--- src/rtl/tmr_evt_pkg.sv ---
package tmr_evt_pkg;
  localparam int WORD_W = 16;
  localparam int NCH    = 2;
  // event word bit positions (software-visible)
  localparam int EV_UPD = 0;
  localparam int EV_CC0 = 1;
  localparam int EV_TRG = 6;
  // status word bit positions
  localparam int ST_UPD  = 0;
  localparam int ST_CC0  = 1;
  localparam int ST_TRG  = 3;
  localparam int ST_OVC0 = 4;
  localparam int NFLAG   = 6;
  localparam int NIRQ    = 4;

  typedef struct packed {
    logic           upd;
    logic           trg;
    logic [NCH-1:0] cc;
  } evt_t;
endpackage

--- src/rtl/tmr_evt_decode.sv ---
module tmr_evt_decode
  import tmr_evt_pkg::*;
(
  input  logic              wr_en,
  input  logic              wr_sel,
  input  logic [WORD_W-1:0] wr_data,
  output evt_t              evt,
  output logic [NFLAG-1:0]  sts_clr
);
  logic evt_wr, sts_wr;
  logic unused_rsvd;

  assign evt_wr = wr_en && !wr_sel;
  assign sts_wr = wr_en && wr_sel;

  always_comb begin
    evt.upd = evt_wr && wr_data[EV_UPD];
    evt.trg = evt_wr && wr_data[EV_TRG];
    for (int i = 0; i < NCH; i++) evt.cc[i] = evt_wr && wr_data[EV_CC0+i];
    for (int f = 0; f < NFLAG; f++) sts_clr[f] = sts_wr && !wr_data[f];
  end

  assign unused_rsvd = ^wr_data[WORD_W-1:EV_TRG+1];
endmodule

--- src/rtl/tmr_evt_counter.sv ---
module tmr_evt_counter #(
  parameter int CNT_W = 8,
  parameter int PSC_W = 8
) (
  input  logic             clk,
  input  logic             rst_n,
  input  logic             cnt_en,
  input  logic             reinit,
  input  logic [PSC_W-1:0] psc_ratio,
  input  logic [CNT_W-1:0] arr,
  output logic [CNT_W-1:0] cnt_q,
  output logic             ovf
);
  logic [PSC_W-1:0] psc_q;
  logic             psc_hit;

  assign psc_hit = psc_q >= psc_ratio;
  assign ovf     = cnt_en && !reinit && psc_hit && (cnt_q >= arr);

  always_ff @(posedge clk) begin
    if (!rst_n) begin
      psc_q <= '0;
      cnt_q <= '0;
    end else if (reinit) begin
      psc_q <= '0;
      cnt_q <= '0;
    end else if (cnt_en) begin
      if (psc_hit) begin
        psc_q <= '0;
        cnt_q <= (cnt_q >= arr) ? '0 : cnt_q + CNT_W'(1);
      end else begin
        psc_q <= psc_q + PSC_W'(1);
      end
    end
  end

  assert_reinit_clears_R3: assert property (@(posedge clk) disable iff (!rst_n)
    reinit |=> (cnt_q == '0) && (psc_q == '0));

  assert_wrap_to_zero_R4: assert property (@(posedge clk) disable iff (!rst_n)
    ovf |=> cnt_q == '0);
endmodule

--- src/rtl/tmr_evt_capture.sv ---
module tmr_evt_capture #(
  parameter int CNT_W = 8
) (
  input  logic             clk,
  input  logic             rst_n,
  input  logic             cap_en,
  input  logic [CNT_W-1:0] cnt_in,
  output logic [CNT_W-1:0] cap_q
);
  always_ff @(posedge clk) begin
    if (!rst_n)      cap_q <= '0;
    else if (cap_en) cap_q <= cnt_in;
  end

  assert_capture_value_R8: assert property (@(posedge clk) disable iff (!rst_n)
    cap_en |=> cap_q == $past(cnt_in));

  assert_capture_hold_R7: assert property (@(posedge clk) disable iff (!rst_n)
    !cap_en |=> $stable(cap_q));
endmodule

--- src/rtl/tmr_evt_flags.sv ---
module tmr_evt_flags #(
  parameter int NF = 6
) (
  input  logic          clk,
  input  logic          rst_n,
  input  logic [NF-1:0] set,
  input  logic [NF-1:0] clr,
  output logic [NF-1:0] flag_q
);
  always_ff @(posedge clk) begin
    if (!rst_n) flag_q <= '0;
    else        flag_q <= (flag_q & ~clr) | set;
  end

  for (genvar i = 0; i < NF; i++) begin : g_chk
    assert_set_wins_R9: assert property (@(posedge clk) disable iff (!rst_n)
      set[i] |=> flag_q[i]);
    assert_clear_R9: assert property (@(posedge clk) disable iff (!rst_n)
      (clr[i] && !set[i]) |=> !flag_q[i]);
  end
endmodule

--- src/rtl/tmr_evt_top.sv ---
module tmr_evt_top
  import tmr_evt_pkg::*;
#(
  parameter int CNT_W = 8,
  parameter int PSC_W = 8
) (
  input  logic              clk,
  input  logic              rst_n,
  input  logic              wr_en,
  input  logic              wr_sel,
  input  logic [WORD_W-1:0] wr_data,
  input  logic              cnt_en,
  input  logic [PSC_W-1:0]  psc_ratio,
  input  logic [CNT_W-1:0]  arr,
  input  logic              upd_dis,
  input  logic              upd_src,
  input  logic [NCH-1:0]    ch_in_mode,
  input  logic [NIRQ-1:0]   irq_en,
  input  logic              trig_reinit,
  output logic [CNT_W-1:0]  cnt_val,
  output logic [CNT_W-1:0]  cap1_val,
  output logic [CNT_W-1:0]  cap2_val,
  output logic [WORD_W-1:0] status,
  output logic              irq
);
  evt_t             evt;
  logic [NFLAG-1:0] sts_clr, sts_set, sts_q;
  logic             reinit, ovf;
  logic [NCH-1:0]   cap_en;
  logic [CNT_W-1:0] cap_arr [NCH];

  tmr_evt_decode u_dec (
    .wr_en(wr_en), .wr_sel(wr_sel), .wr_data(wr_data),
    .evt(evt), .sts_clr(sts_clr)
  );

  assign reinit = evt.upd || trig_reinit;

  tmr_evt_counter #(.CNT_W(CNT_W), .PSC_W(PSC_W)) u_cnt (
    .clk(clk), .rst_n(rst_n), .cnt_en(cnt_en), .reinit(reinit),
    .psc_ratio(psc_ratio), .arr(arr), .cnt_q(cnt_val), .ovf(ovf)
  );

  for (genvar i = 0; i < NCH; i++) begin : g_ch
    assign cap_en[i] = evt.cc[i] && ch_in_mode[i];
    tmr_evt_capture #(.CNT_W(CNT_W)) u_cap (
      .clk(clk), .rst_n(rst_n), .cap_en(cap_en[i]),
      .cnt_in(cnt_val), .cap_q(cap_arr[i])
    );

    assert_ovc_needs_pending_R8: assert property (@(posedge clk) disable iff (!rst_n)
      $rose(sts_q[ST_OVC0+i]) |-> $past(sts_q[ST_CC0+i]));
  end

  always_comb begin
    sts_set         = '0;
    sts_set[ST_UPD] = (ovf && !upd_dis) || (reinit && !upd_src && !upd_dis);
    sts_set[ST_TRG] = evt.trg;
    for (int i = 0; i < NCH; i++) begin
      sts_set[ST_CC0+i]  = evt.cc[i];
      sts_set[ST_OVC0+i] = cap_en[i] && sts_q[ST_CC0+i];
    end
  end

  tmr_evt_flags #(.NF(NFLAG)) u_flg (
    .clk(clk), .rst_n(rst_n), .set(sts_set), .clr(sts_clr), .flag_q(sts_q)
  );

  assign cap1_val = cap_arr[0];
  assign cap2_val = cap_arr[1];
  assign status   = {{(WORD_W-NFLAG){1'b0}}, sts_q};
  assign irq      = |(sts_q[NIRQ-1:0] & irq_en);

  assert_upd_dis_blocks_R4: assert property (@(posedge clk) disable iff (!rst_n)
    $past(upd_dis) |-> !$rose(sts_q[ST_UPD]));
endmodule

--- config.mk ---
export PLATFORM = sky130hd
export DESIGN_NAME = tmr_evt_top
export DESIGN_NICKNAME = d
export VERILOG_FILES = /design/src/rtl/tmr_evt_pkg.sv /design/src/rtl/tmr_evt_decode.sv /design/src/rtl/tmr_evt_counter.sv /design/src/rtl/tmr_evt_capture.sv /design/src/rtl/tmr_evt_flags.sv /design/src/rtl/tmr_evt_top.sv
export SDC_FILE = /design/constraint.sdc
export NUM_CORES = 1
export LEC_CHECK = 0
export ABC_AREA = 1
export CORE_UTILIZATION = 40
export CTS_BUF_LIST = sky130_fd_sc_hd__clkbuf_8
export DETAILED_ROUTE_END_ITERATION = 10
export GPL_TIMING_DRIVEN = 0
export PLACE_DENSITY = 0.9
export SLEW_MARGIN = 20
export SYNTH_ARGS = -nofsm -noshare
export SYNTH_HDL_FRONTEND = slang
export SYNTH_SLANG_ARGS = --single-unit
--- constraint.sdc ---
create_clock -name clk -period 1.4 [get_ports clk]
set_input_delay 0.28 -clock clk [delete_from_list [all_inputs] [get_ports clk]]
set_output_delay 0.28 -clock clk [all_outputs]
set_load 0.05 [all_outputs]
==> flow_summary.yaml <==
status:
  status: "complete, but fails checks"
  violations: "negative setup slack"
cells_and_area:
  nFillCells: 369
  nNetsFinal: 454
  post-route-cell-area_um2: 3617
  diodes: 0
  area_growth_pct: 69.36
  drive_above_1_share_pct: 41.43
  fin_util_pct: 70.37
floorplanning:
  start_util_pct: 41.55
  placementRows: 26
  io_pins: 87
  die_h_um: 75.07
  core-area_um2: 5140
  dieArea_um2: 5636
  die-width_um: 75.07
worst_setup_path:
  crit_chain: "ha_4 > a21oi_2 > o21a_1 > nand3_4 > nand2_8 > clkinv_8 > a21oi_2 > nor2_1"
  regToRegSetupSlack_ns: -0.17
  critical_path_peak_fanout: 8
  cp.arrival_ns: 1.76
  max_stage_delay_ns: 0.34
  end_kind: "flip-flop"
  cpMaxStageDelayCell: "dfxtp_2"
  start_kind: "flip-flop"
  worstPathRequired_ns: 1.59
  criticalPathCategory: "reg -> reg"
  worst_path_most_repeated_cell: "a21oi_2"
sta:
  final.period_utilization_pct: 112.4
  setup_tns_ns: -1.938
  setup_slack_ns: -0.1731
  fmax_mhz: 635.7
  fin_worst_skew_ns: 0.004716
  period_needed_ns: 1.573
  hold_viol: 0
  slew_violations: 0
  setup_viol: 17
  rsz0062_at_grt: "true"
  timing.hold.ws_ns: 0.4647
placement:
  gp_congestion: 0.8114
  dpl_cell_area_um2: 3053
  hpwl_um: 4085
  portBuffers: 67
synth:
  synth.distinct_cells: 30
  syn_area_um2: 2136
  synth-edff-count: 0
  avgSynthCellArea_um2: 7.468
  ys_seq_area_share_pct: 35.62
  yosysTopAreaCell: "dfxtp_1"
  async_flop_share_pct: 0
  synth_area_leaders: "dfxtp_1 36%, nand2_1 12%, ha_1 11%, a21oi_1 8.4%, inv_1 6.3%"
  yosysWarnings: 0
  syn_inst: 286
  yosysTopAreaCellShare_pct: 35.62
  ys_ff_latch: 38
  synth_flop_cell: "dfxtp_1"
clock_tree:
  cts_tree: "done"
  cts_root_buf: "clkbuf_8"
  cts_max_level: 2
  cts_max_path_buffers: 2
  insertion_delay_ns: 0.29
  clk_pin_slew_ns: 0.08
  clkSinkCount: 38
  numCtsBuffers: 5
grt:
  overflow: 0
  grt_pass1_vias: 2100
  grt_max_degree: 14
  antenna_found_initial: 0
  track_usage_pct: 22.05
  grt_first_pass_wirelength_um: 9211
route:
  drt_wl_total_um: 6233
  drt_pass1_iterations: 4
  num_vias: 2250
  vias_per_cell: 4.881
  initialDrtViolationCount: 144
  drc: 0
  detail_route.wl_per_cell_um: 13.52
  ant_nets: 0
power_and_ir_drop:
  power.density_nw_per_um2: 730.4
  ir_worst_vdd_mv: 0.5645
  leakage_nw: 1.539
  power_mw: 2.642
job:
  drv_cap: 0
min_path:
  hold_path_class: "reg -> reg"
==> cell families (layout without fill, tap and decap cells) <==
family,count (synthesis),count (layout),share of synthesized area (%)
AND/OR/NAND/NOR,113,114,24.78
buffers and inverters,55,150,12.36
AO/OA/AOI/OAI,51,51,12.42
flip-flops,38,38,35.62
adder cells (fa/ha/maj),18,18,10.55
XOR/XNOR,10,10,4.101
other,1,10,0.1756
==> area by class of cell <==
| class | count | area, um2 | area share, % |
|---|---|---|---|
| Buffer | 14 | 110.1 | 3.044 |
| Sequential cell | 38 | 815.8 | 22.55 |
| Multi-Input combinational cell | 203 | 1443 | 39.88 |
| Clock inverter | 3 | 68.82 | 1.902 |
| Timing Repair Buffer | 87 | 843.3 | 23.31 |
| Clock buffer | 5 | 68.82 | 1.902 |
| Tap cell | 70 | 87.58 | 2.421 |
| Inverter | 41 | 180.2 | 4.981 |
==> metal layers <==
metal	GRT usage (%)	wire, um	up-vias
met1	24.28	2409	1055
met2	41.04	3394	75
li1	-	-	1109
met4	8.386	95	0
met5	0	0	-
met3	4.953	332	11
==> path summary, 6_finish.rpt <==
path	to	start	depth (start not counted)
worst min-delay path	g_ch[0].u_cap.cap_q[7]$_SDFFE_PN0P_	g_ch[0].u_cap.cap_q[7]$_SDFFE_PN0P_	2
worst max-delay path	u_cnt.cnt_q[0]$_SDFFE_PP0P_	u_cnt.psc_q[7]$_SDFFE_PP0P_	8
worst min register to register	g_ch[0].u_cap.cap_q[7]$_SDFFE_PN0P_	g_ch[0].u_cap.cap_q[7]$_SDFFE_PN0P_	2
worst max register to register	u_cnt.cnt_q[0]$_SDFFE_PP0P_	u_cnt.psc_q[7]$_SDFFE_PP0P_	8
==> cell usage in the layout (no fill, tap or decap), types with 5 or more instances in the layout <==
cell / Yosys / final
a21oi_1: 36 / 27
a21oi_2: 0 / 9
buf_4: 11 / 26
buf_6: 2 / 6
clkbuf_8: 0 / 5
clkdlybuf4s15_2: 0 / 28
clkdlybuf4s50_1: 0 / 19
conb_1: 1 / 10
dfxtp_1: 38 / 18
dfxtp_2: 0 / 8
dfxtp_4: 0 / 12
dlygate4sd2_1: 0 / 14
ha_1: 18 / 6
ha_4: 0 / 11
inv_1: 36 / 24
inv_2: 3 / 11
nand2_1: 68 / 58
nand2_2: 3 / 9
nand3_1: 9 / 5
nand3_2: 2 / 5
nand4_1: 5 / 5
nor2_1: 16 / 12
o21ai_0: 11 / 10
xor2_1: 8 / 8
==> Yosys cell counts, types with 2 or more instances <==
library cell	instances
nand2_1	68
dfxtp_1	38
a21oi_1	36
inv_1	36
ha_1	18
nor2_1	16
buf_4	11
o21ai_0	11
nand3_1	9
xor2_1	8
nand4_1	5
inv_2	3
nand2_2	3
nor3_1	3
buf_6	2
nand3_2	2
nand3_4	2
o21a_1	2
xnor2_1	2
==> power by group <==
part | switching [mW] | internal (mW)
combinational | 0.252 | 0.181
clock | 0.413 | 0.714
sequential | 0.0108 | 1.07
==> critical path: cells and delay by family (launching register included) <==
family	cells	cell delay, ns
adders and majority gates	1	0.25
AOI/OAI and AO/OA	3	0.46
buffers and inverters	1	0.08
and+or+nand+nor	3	0.32
DFF	1	0.34
==> repair_timing <==
| action | 4_1_cts | 5_1_grt |
|---|---|---|
| resized for setup | 160 | 32 |
| hold endpoints to repair | 0 | 0 |
| hold buffers | 0 | 0 |
| cloned | 2 | 1 |
| buffers inserted | 9 | 9 |
| setup endpoints to repair | 65 | 31 |
| pin swaps | 34 | 26 |
==> flip-flops by register name (all words and copies together) (netlist names) <==
| name | count |
|---|---|
| u_flg.flag_q | 6 |
| u_cnt.psc_q | 8 |
| u_cnt.cnt_q | 8 |
| g_ch.u_cap.cap_q | 16 |
==> metrics by stage <==
| step | instances | worst slack [ns] |
|---|---|---|
| floorplan | 295 | -0.03046 |
| global placement | 432 | -0.6566 |
| detailed placement | 432 | -0.6883 |
| CTS | 451 | -0.1688 |
| global route | 461 | -0.2359 |
| finish | 461 | -0.1731 |
(Power assumes the default switching activity.)
